[src/rtl/rxr_pkg.sv]
package rxr_pkg;

    typedef enum logic [3:0] {
        ST_IDLE,
        ST_LOOK,
        ST_CHECK,
        ST_FETCH,
        ST_DATA,
        ST_LEN_HI,
        ST_LEN_LO,
        ST_CLOSE,
        ST_MISS,
        ST_DISCARD
    } rxr_state_e;

    // status byte encodings
    localparam logic [7:0] DSC_OWNED = 8'h80;
    localparam logic [7:0] DSC_DONE  = 8'h03;

    // byte offsets inside one descriptor (big-endian fields)
    localparam int OFF_BUF_MID  = 0;
    localparam int OFF_BUF_LOW  = 1;
    localparam int OFF_STATUS   = 2;
    localparam int OFF_BUF_TOP  = 3;
    localparam int OFF_MLEN_HI  = 6;
    localparam int OFF_MLEN_LO  = 7;

    localparam int DESC_SHIFT   = 3;   // 8-byte entries
    localparam int MLEN_W       = 16;
    localparam int FCS_BYTES    = 4;
    localparam int BUFA_W       = 24;

endpackage

[src/rtl/rxr_cursor.sv]
module rxr_cursor #(
    parameter int IDXW = 2
) (
    input  logic            clk,
    input  logic            rst_n,
    input  logic            start_i,
    input  logic            step_i,
    input  logic            commit_i,
    output logic [IDXW-1:0] cur_o,
    output logic            last_try_o
);
    localparam logic [IDXW-1:0] LAST_TRY = {IDXW{1'b1}} - IDXW'(1);

    logic [IDXW-1:0] ptr_q;
    logic [IDXW-1:0] cur_q;
    logic [IDXW-1:0] tries_q;

    always_ff @(posedge clk or negedge rst_n) begin
        if (!rst_n) begin
            ptr_q   <= '0;
            cur_q   <= '0;
            tries_q <= '0;
        end else begin
            if (start_i) begin
                cur_q   <= ptr_q;
                tries_q <= '0;
            end else if (step_i) begin
                cur_q   <= cur_q + IDXW'(1);
                tries_q <= tries_q + IDXW'(1);
            end
            if (commit_i) begin
                ptr_q <= cur_q + IDXW'(1);
            end
        end
    end

    assign cur_o      = cur_q;
    assign last_try_o = (tries_q == LAST_TRY);

    // the controller never steps past the search budget
    a_r4_search_budget: assert property (@(posedge clk) disable iff (!rst_n)
        step_i |-> !last_try_o);

    // the ring pointer moves only after a fill is committed
    a_r7_ptr_moves_on_commit: assert property (@(posedge clk) disable iff (!rst_n)
        !$stable(ptr_q) |-> $past(commit_i));

endmodule

[src/rtl/rxr_bytecount.sv]
module rxr_bytecount
    import rxr_pkg::*;
#(
    parameter int CNT_W = 16
) (
    input  logic              clk,
    input  logic              rst_n,
    input  logic              clr_i,
    input  logic              inc_i,
    output logic [CNT_W-1:0]  count_o,
    output logic [MLEN_W-1:0] mlen_o
);
    logic [CNT_W-1:0] count_q;

    always_ff @(posedge clk or negedge rst_n) begin
        if (!rst_n) begin
            count_q <= '0;
        end else if (clr_i) begin
            count_q <= '0;
        end else if (inc_i) begin
            count_q <= count_q + CNT_W'(1);
        end
    end

    assign count_o = count_q;
    assign mlen_o  = MLEN_W'(count_q) + MLEN_W'(FCS_BYTES);

endmodule

[src/rtl/rxr_ctrl.sv]
module rxr_ctrl
    import rxr_pkg::*;
#(
    parameter int AW    = 24,
    parameter int IDXW  = 2,
    parameter int CNT_W = 16
) (
    input  logic              clk,
    input  logic              rst_n,
    input  logic              stop_i,
    input  logic              inea_i,
    input  logic [AW-1:0]     ring_base_i,
    input  logic              in_valid_i,
    input  logic [7:0]        in_data_i,
    input  logic              in_last_i,
    output logic              in_ready_o,
    output logic              mem_req_o,
    output logic              mem_we_o,
    output logic [AW-1:0]     mem_addr_o,
    output logic [7:0]        mem_wdata_o,
    input  logic [7:0]        mem_rdata_i,
    input  logic [IDXW-1:0]   cur_i,
    input  logic              last_try_i,
    input  logic [CNT_W-1:0]  count_i,
    input  logic [MLEN_W-1:0] mlen_i,
    output logic              start_o,
    output logic              step_o,
    output logic              commit_o,
    output logic              cnt_clr_o,
    output logic              cnt_inc_o,
    output logic              rint_o,
    output logic              intr_o,
    output logic              irq_o,
    output logic              miss_o
);
    rxr_state_e        state_q, state_d;
    logic [1:0]        fk_q;
    logic [BUFA_W-1:0] bufa_q;
    logic [AW-1:0]     desc_base;
    logic              owned;

    assign desc_base = ring_base_i + (AW'(cur_i) << DESC_SHIFT);
    assign owned     = (mem_rdata_i == DSC_OWNED);

    // next-state logic
    always_comb begin
        state_d = state_q;
        unique case (state_q)
            ST_IDLE:    if (in_valid_i) state_d = stop_i ? ST_DISCARD : ST_LOOK;
            ST_LOOK:    state_d = ST_CHECK;
            ST_CHECK: begin
                if (owned)           state_d = ST_FETCH;
                else if (last_try_i) state_d = ST_MISS;
                else                 state_d = ST_LOOK;
            end
            ST_FETCH:   if (fk_q == 2'd3) state_d = ST_DATA;
            ST_DATA:    if (in_valid_i && in_last_i) state_d = ST_LEN_HI;
            ST_LEN_HI:  state_d = ST_LEN_LO;
            ST_LEN_LO:  state_d = ST_CLOSE;
            ST_CLOSE:   state_d = ST_IDLE;
            ST_MISS:    state_d = ST_DISCARD;
            ST_DISCARD: if (in_valid_i && in_last_i) state_d = ST_IDLE;
            default:    state_d = ST_IDLE;
        endcase
    end

    // state register plus fetch sequencing
    always_ff @(posedge clk or negedge rst_n) begin
        if (!rst_n) begin
            state_q <= ST_IDLE;
            fk_q    <= '0;
            bufa_q  <= '0;
        end else begin
            state_q <= state_d;
            if (state_q == ST_FETCH) begin
                fk_q <= fk_q + 2'd1;
                unique case (fk_q)
                    2'd1:    bufa_q[15:8]  <= mem_rdata_i;
                    2'd2:    bufa_q[7:0]   <= mem_rdata_i;
                    2'd3:    bufa_q[23:16] <= mem_rdata_i;
                    default: ;
                endcase
            end else begin
                fk_q <= '0;
            end
        end
    end

    // outputs
    always_comb begin
        in_ready_o  = 1'b0;
        mem_req_o   = 1'b0;
        mem_we_o    = 1'b0;
        mem_addr_o  = desc_base;
        mem_wdata_o = 8'h00;
        start_o     = 1'b0;
        step_o      = 1'b0;
        commit_o    = 1'b0;
        cnt_clr_o   = 1'b0;
        cnt_inc_o   = 1'b0;
        rint_o      = 1'b0;
        intr_o      = 1'b0;
        irq_o       = 1'b0;
        miss_o      = 1'b0;
        unique case (state_q)
            ST_IDLE: begin
                start_o   = in_valid_i && !stop_i;
                cnt_clr_o = in_valid_i && !stop_i;
            end
            ST_LOOK: begin
                mem_req_o  = 1'b1;
                mem_addr_o = desc_base + AW'(OFF_STATUS);
            end
            ST_CHECK: begin
                step_o = !owned && !last_try_i;
            end
            ST_FETCH: begin
                if (fk_q != 2'd3) begin
                    mem_req_o = 1'b1;
                    unique case (fk_q)
                        2'd0:    mem_addr_o = desc_base + AW'(OFF_BUF_MID);
                        2'd1:    mem_addr_o = desc_base + AW'(OFF_BUF_LOW);
                        default: mem_addr_o = desc_base + AW'(OFF_BUF_TOP);
                    endcase
                end
            end
            ST_DATA: begin
                in_ready_o = 1'b1;
                if (in_valid_i) begin
                    mem_req_o   = 1'b1;
                    mem_we_o    = 1'b1;
                    mem_addr_o  = AW'(bufa_q) + AW'(count_i);
                    mem_wdata_o = in_data_i;
                    cnt_inc_o   = 1'b1;
                end
            end
            ST_LEN_HI: begin
                mem_req_o   = 1'b1;
                mem_we_o    = 1'b1;
                mem_addr_o  = desc_base + AW'(OFF_MLEN_HI);
                mem_wdata_o = mlen_i[15:8];
            end
            ST_LEN_LO: begin
                mem_req_o   = 1'b1;
                mem_we_o    = 1'b1;
                mem_addr_o  = desc_base + AW'(OFF_MLEN_LO);
                mem_wdata_o = mlen_i[7:0];
            end
            ST_CLOSE: begin
                mem_req_o   = 1'b1;
                mem_we_o    = 1'b1;
                mem_addr_o  = desc_base + AW'(OFF_STATUS);
                mem_wdata_o = DSC_DONE;
                commit_o    = 1'b1;
                rint_o      = 1'b1;
                intr_o      = 1'b1;
                irq_o       = inea_i;
            end
            ST_MISS: begin
                miss_o = 1'b1;
            end
            ST_DISCARD: begin
                in_ready_o = 1'b1;
            end
            default: ;
        endcase
    end

    // descriptor reads only happen while the stream is held off
    a_r11_no_read_while_ready: assert property (@(posedge clk) disable iff (!rst_n)
        (mem_req_o && !mem_we_o) |-> !in_ready_o);

    // one receive event per filled descriptor
    a_r8_single_rint: assert property (@(posedge clk) disable iff (!rst_n)
        rint_o |=> !rint_o);

    // a packet offered while stopped causes no memory access
    a_r9_stopped_quiet: assert property (@(posedge clk) disable iff (!rst_n)
        (state_q == ST_IDLE && in_valid_i && stop_i) |=> !mem_req_o);

    // a missed packet leads to no memory write
    a_r10_miss_no_write: assert property (@(posedge clk) disable iff (!rst_n)
        miss_o |=> !mem_we_o);

endmodule

[src/rtl/rx_ring_engine.sv]
module rx_ring_engine
    import rxr_pkg::*;
#(
    parameter int ADDR_W    = 24,
    parameter int RING_LOG2 = 2,
    parameter int CNT_W     = 16
) (
    input  logic              clk,
    input  logic              rst_n,
    input  logic              stop_i,
    input  logic              inea_i,
    input  logic [ADDR_W-1:0] ring_base_i,
    input  logic              in_valid_i,
    input  logic [7:0]        in_data_i,
    input  logic              in_last_i,
    output logic              in_ready_o,
    output logic              mem_req_o,
    output logic              mem_we_o,
    output logic [ADDR_W-1:0] mem_addr_o,
    output logic [7:0]        mem_wdata_o,
    input  logic [7:0]        mem_rdata_i,
    output logic              rint_o,
    output logic              intr_o,
    output logic              irq_o,
    output logic              miss_o
);
    logic [RING_LOG2-1:0] cur;
    logic                 last_try;
    logic [CNT_W-1:0]     count;
    logic [MLEN_W-1:0]    mlen;
    logic                 start, step, commit, cnt_clr, cnt_inc;

    rxr_cursor #(.IDXW(RING_LOG2)) u_cursor (
        .clk        (clk),
        .rst_n      (rst_n),
        .start_i    (start),
        .step_i     (step),
        .commit_i   (commit),
        .cur_o      (cur),
        .last_try_o (last_try)
    );

    rxr_bytecount #(.CNT_W(CNT_W)) u_count (
        .clk     (clk),
        .rst_n   (rst_n),
        .clr_i   (cnt_clr),
        .inc_i   (cnt_inc),
        .count_o (count),
        .mlen_o  (mlen)
    );

    rxr_ctrl #(.AW(ADDR_W), .IDXW(RING_LOG2), .CNT_W(CNT_W)) u_ctrl (
        .clk         (clk),
        .rst_n       (rst_n),
        .stop_i      (stop_i),
        .inea_i      (inea_i),
        .ring_base_i (ring_base_i),
        .in_valid_i  (in_valid_i),
        .in_data_i   (in_data_i),
        .in_last_i   (in_last_i),
        .in_ready_o  (in_ready_o),
        .mem_req_o   (mem_req_o),
        .mem_we_o    (mem_we_o),
        .mem_addr_o  (mem_addr_o),
        .mem_wdata_o (mem_wdata_o),
        .mem_rdata_i (mem_rdata_i),
        .cur_i       (cur),
        .last_try_i  (last_try),
        .count_i     (count),
        .mlen_i      (mlen),
        .start_o     (start),
        .step_o      (step),
        .commit_o    (commit),
        .cnt_clr_o   (cnt_clr),
        .cnt_inc_o   (cnt_inc),
        .rint_o      (rint_o),
        .intr_o      (intr_o),
        .irq_o       (irq_o),
        .miss_o      (miss_o)
    );

endmodule

[config.mk]
export PLATFORM = sky130hd
export DESIGN_NAME = rx_ring_engine
export DESIGN_NICKNAME = d
export VERILOG_FILES = /design/src/rtl/rxr_pkg.sv /design/src/rtl/rxr_cursor.sv /design/src/rtl/rxr_bytecount.sv /design/src/rtl/rxr_ctrl.sv /design/src/rtl/rx_ring_engine.sv
export SDC_FILE = /design/constraint.sdc
export NUM_CORES = 1
export LEC_CHECK = 0
export ABC_AREA = 1
export BUFFER_PORTS_ARGS = -buffer_cell sky130_fd_sc_hd__buf_2
export CORE_MARGIN = 4
export CORE_UTILIZATION = 65
export DETAILED_ROUTE_END_ITERATION = 16
export PLACE_DENSITY = 0.88
export SLEW_MARGIN = 10
export SYNTH_ARGS = -nofsm -noshare
export SYNTH_HDL_FRONTEND = slang
export SYNTH_HIERARCHICAL = 1
export SYNTH_SLANG_ARGS = --single-unit
[constraint.sdc]
create_clock -name clk -period 5.1 [get_ports clk]
set_clock_uncertainty 0.1 [all_clocks]
set_input_delay 0.255 -clock clk [delete_from_list [all_inputs] [get_ports clk]]
set_output_delay 0.255 -clock clk [all_outputs]
set_load 0.03 [all_outputs]
==> flow_summary_export.csv <==
group,metric,value,unit
status,outcome,"complete, no violations",
floorplan,initial_core_util,0.6690,
cells_and_area,final_nets,1330,
worst_setup_path,arrival,3.40,ns
clock_tree,cts.sinks,52,
detailed_routing,drtPass1Iterations,8,
synth,synth_edf_count,0,
clock_tree,post_cts_resized,0,
timing,fin_crit_sh,0.7362,
placement,place.gp.congestion,1.042,
cells_and_area,area_growth,9.529,%
grt,grt_max_degree,53,
grt,grt_pass1_vias,8036,
floorplan,coreArea,10320,um2
power_and_ir_drop,peakVddDrop,0.4003,mV
cells_and_area,num_antenna_cells,0,
worst_hold_path,hp-class,"input port to flip-flop",
run,maxCapViolCount,0,
worst_setup_path,worstRegToRegCells,12,
clock_tree,cts_tree,"built",
synth,netlist.area_leader.share,0.1884,
timing,slew_viol_final,0,
clock_tree,cts_buffer_depth,2,
floorplan,top_level_ports,85,
detailed_routing,vias,8622,
synth,synth_compound_area_frac,0.1598,
worst_setup_path,crit_path_max_fanout,7,
detailed_routing,dr_wl_met3,2.696,mm
timing,finalCriticalPeriod,3.755,ns
synth,synth.cell_area,6907,um2
detailed_routing,routedLengthMet1,8.878,mm
cells_and_area,seqCellArea,1301,um2
grt,gr-total-overflow,0,
grt,grtUsageTotal,0.3890,
synth,ys_seq_area_frac,0.1884,
cells_and_area,nFillCells,886,
power_and_ir_drop,p_leak,3.964,nW
worst_hold_path,hold_depth,3,
placement,dp_slack,1.772,ns
floorplan,dieArea,12340,um2
floorplan,die_w,111.1,um
detailed_routing,drc,0,
detailed_routing,routed.top_layer,"met5",
synth,ys.flop_type,"dfrtp_1",
synth,synth_cell_type_count,46,
clock_tree,cts.reportedPaths.clkPinSlew,0.09,ns
floorplan,die_y,111.1,um
worst_setup_path,critical_path_class,"flip-flop to output pin",
timing,clock.fmax,266.3,MHz
timing,worst_slew_pin_slew,1.079,ns
synth,postSynthCellCount,1178,
detailed_routing,wl_per_cell,17.76,um
synth,synth_area_leaders,"dfrtp_1 (19%), nand2_1 (18%), inv_1 (7.2%)",
worst_setup_path,critPathCaptureType,"output pin",
synth,synth_area_leader_cell,"dfrtp_1",
detailed_routing,wl,24.67,mm
timing,final.setup.tns,0,ns
placement,io_buffers,84,
clock_tree,cts_buffers,5,
grt,grt_pass1_wl,39.34,mm
timing,hold_violations,0,
cells_and_area,final_common_cell,"nand2_1",
detailed_routing,ant_nets,0,
synth,avgSynthCellArea,5.863,um2
synth,async_reset_ff_frac,1.000,
synth,yosys.area_share.simple,0.4571,
placement,post_dp_cell_area,7428,um2
detailed_routing,wl_met2,11.47,mm
synth,synth_adder_area_share,0.06232,
power_and_ir_drop,p_per_area,447.3,nW/um2
grt,antenna_found_initial,1,
clock_tree,hold_buffers,1,
clock_tree,cts_root_buf,"clkbuf_8",
synth,synthesis.nets,1256,
placement,dp_hpwl,19.02,mm
placement,dp_cells,1380,
clock_tree,postCtsSetupBuffers,0,
synth,synth_xor_area_frac,0.03152,
cells_and_area,layout_common_cells,"nand2_1 (340), inv_1 (132), nor2_1 (131)",
clock_tree,cts_max_level,2,
timing,setup_viol,0,
synth,synthMuxAreaShare,0,
worst_setup_path,critical_path_required,4.74,ns
synth,synth_top_family_by_area,"simple AND/OR/NAND/NOR gates",
timing,rsz0062_at_grt,"no",
cells_and_area,final_cells,1389,
clock_tree,clk_latency,0.31,ns
timing,relSlewSlack,0.2752,
cells_and_area,multi_input_area,4908,um2
floorplan,rows,37,
synth,ys_ff_latch,52,
cells_and_area,drive_above_1_share,0.1468,
timing,fin_ws,1.345,ns
cells_and_area,fin_area,7565,um2
detailed_routing,drt_iter0_markers,1044,
detailed_routing,vias_per_cell,6.207,
synth,yosysWarningCount,6,
worst_setup_path,start_kind,"flip-flop",
[worst max-delay path, cell delays in order, from the launching register on]
cell and delay, ns:
dfrtp_1 0.43, inv_1 0.07, nor2_1 0.04, inv_1 0.17
nor2_1 0.16, nor2_1 0.35, fa_1 0.29, inv_1 0.09
nor2_1 0.27, nand2_1 0.12, nor2_1 0.20, nand2_1 0.14
nand2_1 0.15, nand2_1 0.07, o221ai_1 0.27, buf_2 0.27
[routing by layer]
layer | GRT usage | up-vias
met2 | 0.6614 | 605
met4 | 0.2271 | 2
met3 | 0.06277 | 154
met1 | 0.4631 | 3838
met5 | 0 | -
li1 | - | 4023
[cell usage after synthesis (6+ instances only)]
cell type  instances
xor2_1            13
dfrtp_1           52
inv_1            132
ha_1              28
o21ai_0           82
nor2_1           131
nand2_1          340
xnor2_1           10
nor2_2            19
nand2_2           22
o21ai_1           11
nand4_1           33
o211ai_1           9
o221ai_1           6
nor3_1            16
inv_2             16
clkbuf_1          16
nor2_4            12
nand3_1           99
a21oi_1           64
[power by group]
group          switching (mW)  internal (mW)  total, mW
combinational            1.76          0.710       2.46
clock                   0.134          0.173      0.307
sequential              0.103          0.508      0.611
[final timing paths]
check	slack (ns)	to	start
worst max-delay path	1.35	mem_addr_o[15]	u_ctrl/state_q[2]
worst min-delay path	0.16	u_ctrl/bufa_q[6]	mem_rdata_i[6]
worst max register to register	2.03	u_count/count_o[14]	u_ctrl/state_q[0]
worst min register to register	0.39	u_cursor/tries_q[0]	u_cursor/tries_q[0]
max in group asynchronous	3.95	u_count/count_o[9]	rst_n
min in group asynchronous	0.50	u_ctrl/fk_q[1]	rst_n
[sequential cells by signal (all words and copies together), names as in the netlist]
name / count
u_ctrl/bufa_q: 24
u_cursor/tries_q: 2
u_cursor/ptr_q: 2
u_count/count_o: 16
u_ctrl/state_q: 4
u_cursor/cur_o: 2
u_ctrl/fk_q: 2
[cell type report]
| cell class | count | area share |
|---|---|---|
| Timing Repair Buffer | 92 | 0.06384 |
| Clock buffer | 7 | 0.01274 |
| Inverter | 153 | 0.07608 |
| Multi-Input combinational cell | 948 | 0.6489 |
| Tap cell | 136 | 0.02249 |
| Clock inverter | 1 | 0.003970 |
| Sequential cell | 52 | 0.1720 |
[cells by family (layout without fill, tap and decap cells)]
group                    count (synthesis)  count (layout)
adder cells (fa/ha/maj)                 32              32
flip-flops                              52              52
buffers and inverters                  178             253
AO/OA/AOI/OAI                          198             198
XOR/XNOR                                24              24
AND/OR/NAND/NOR                        694             694
[stage by stage]
stage / util / hold WS [ns] / total power [mW]
6_report: 0.7328 / 0.1614 / 3.384
5_1_grt: 0.7328 / 0.1696 / 3.632
4_1_cts: 0.7328 / 0.1518 / 3.299
3_5_place_dp: 0.7195 / 0.3158 / 2.972
3_3_place_gp: 0.7195 / 0.3024 / 2.939
2_1_floorplan: - / -0.1406 / 2.300
Note: power is estimated with default switching activity, not from simulation.
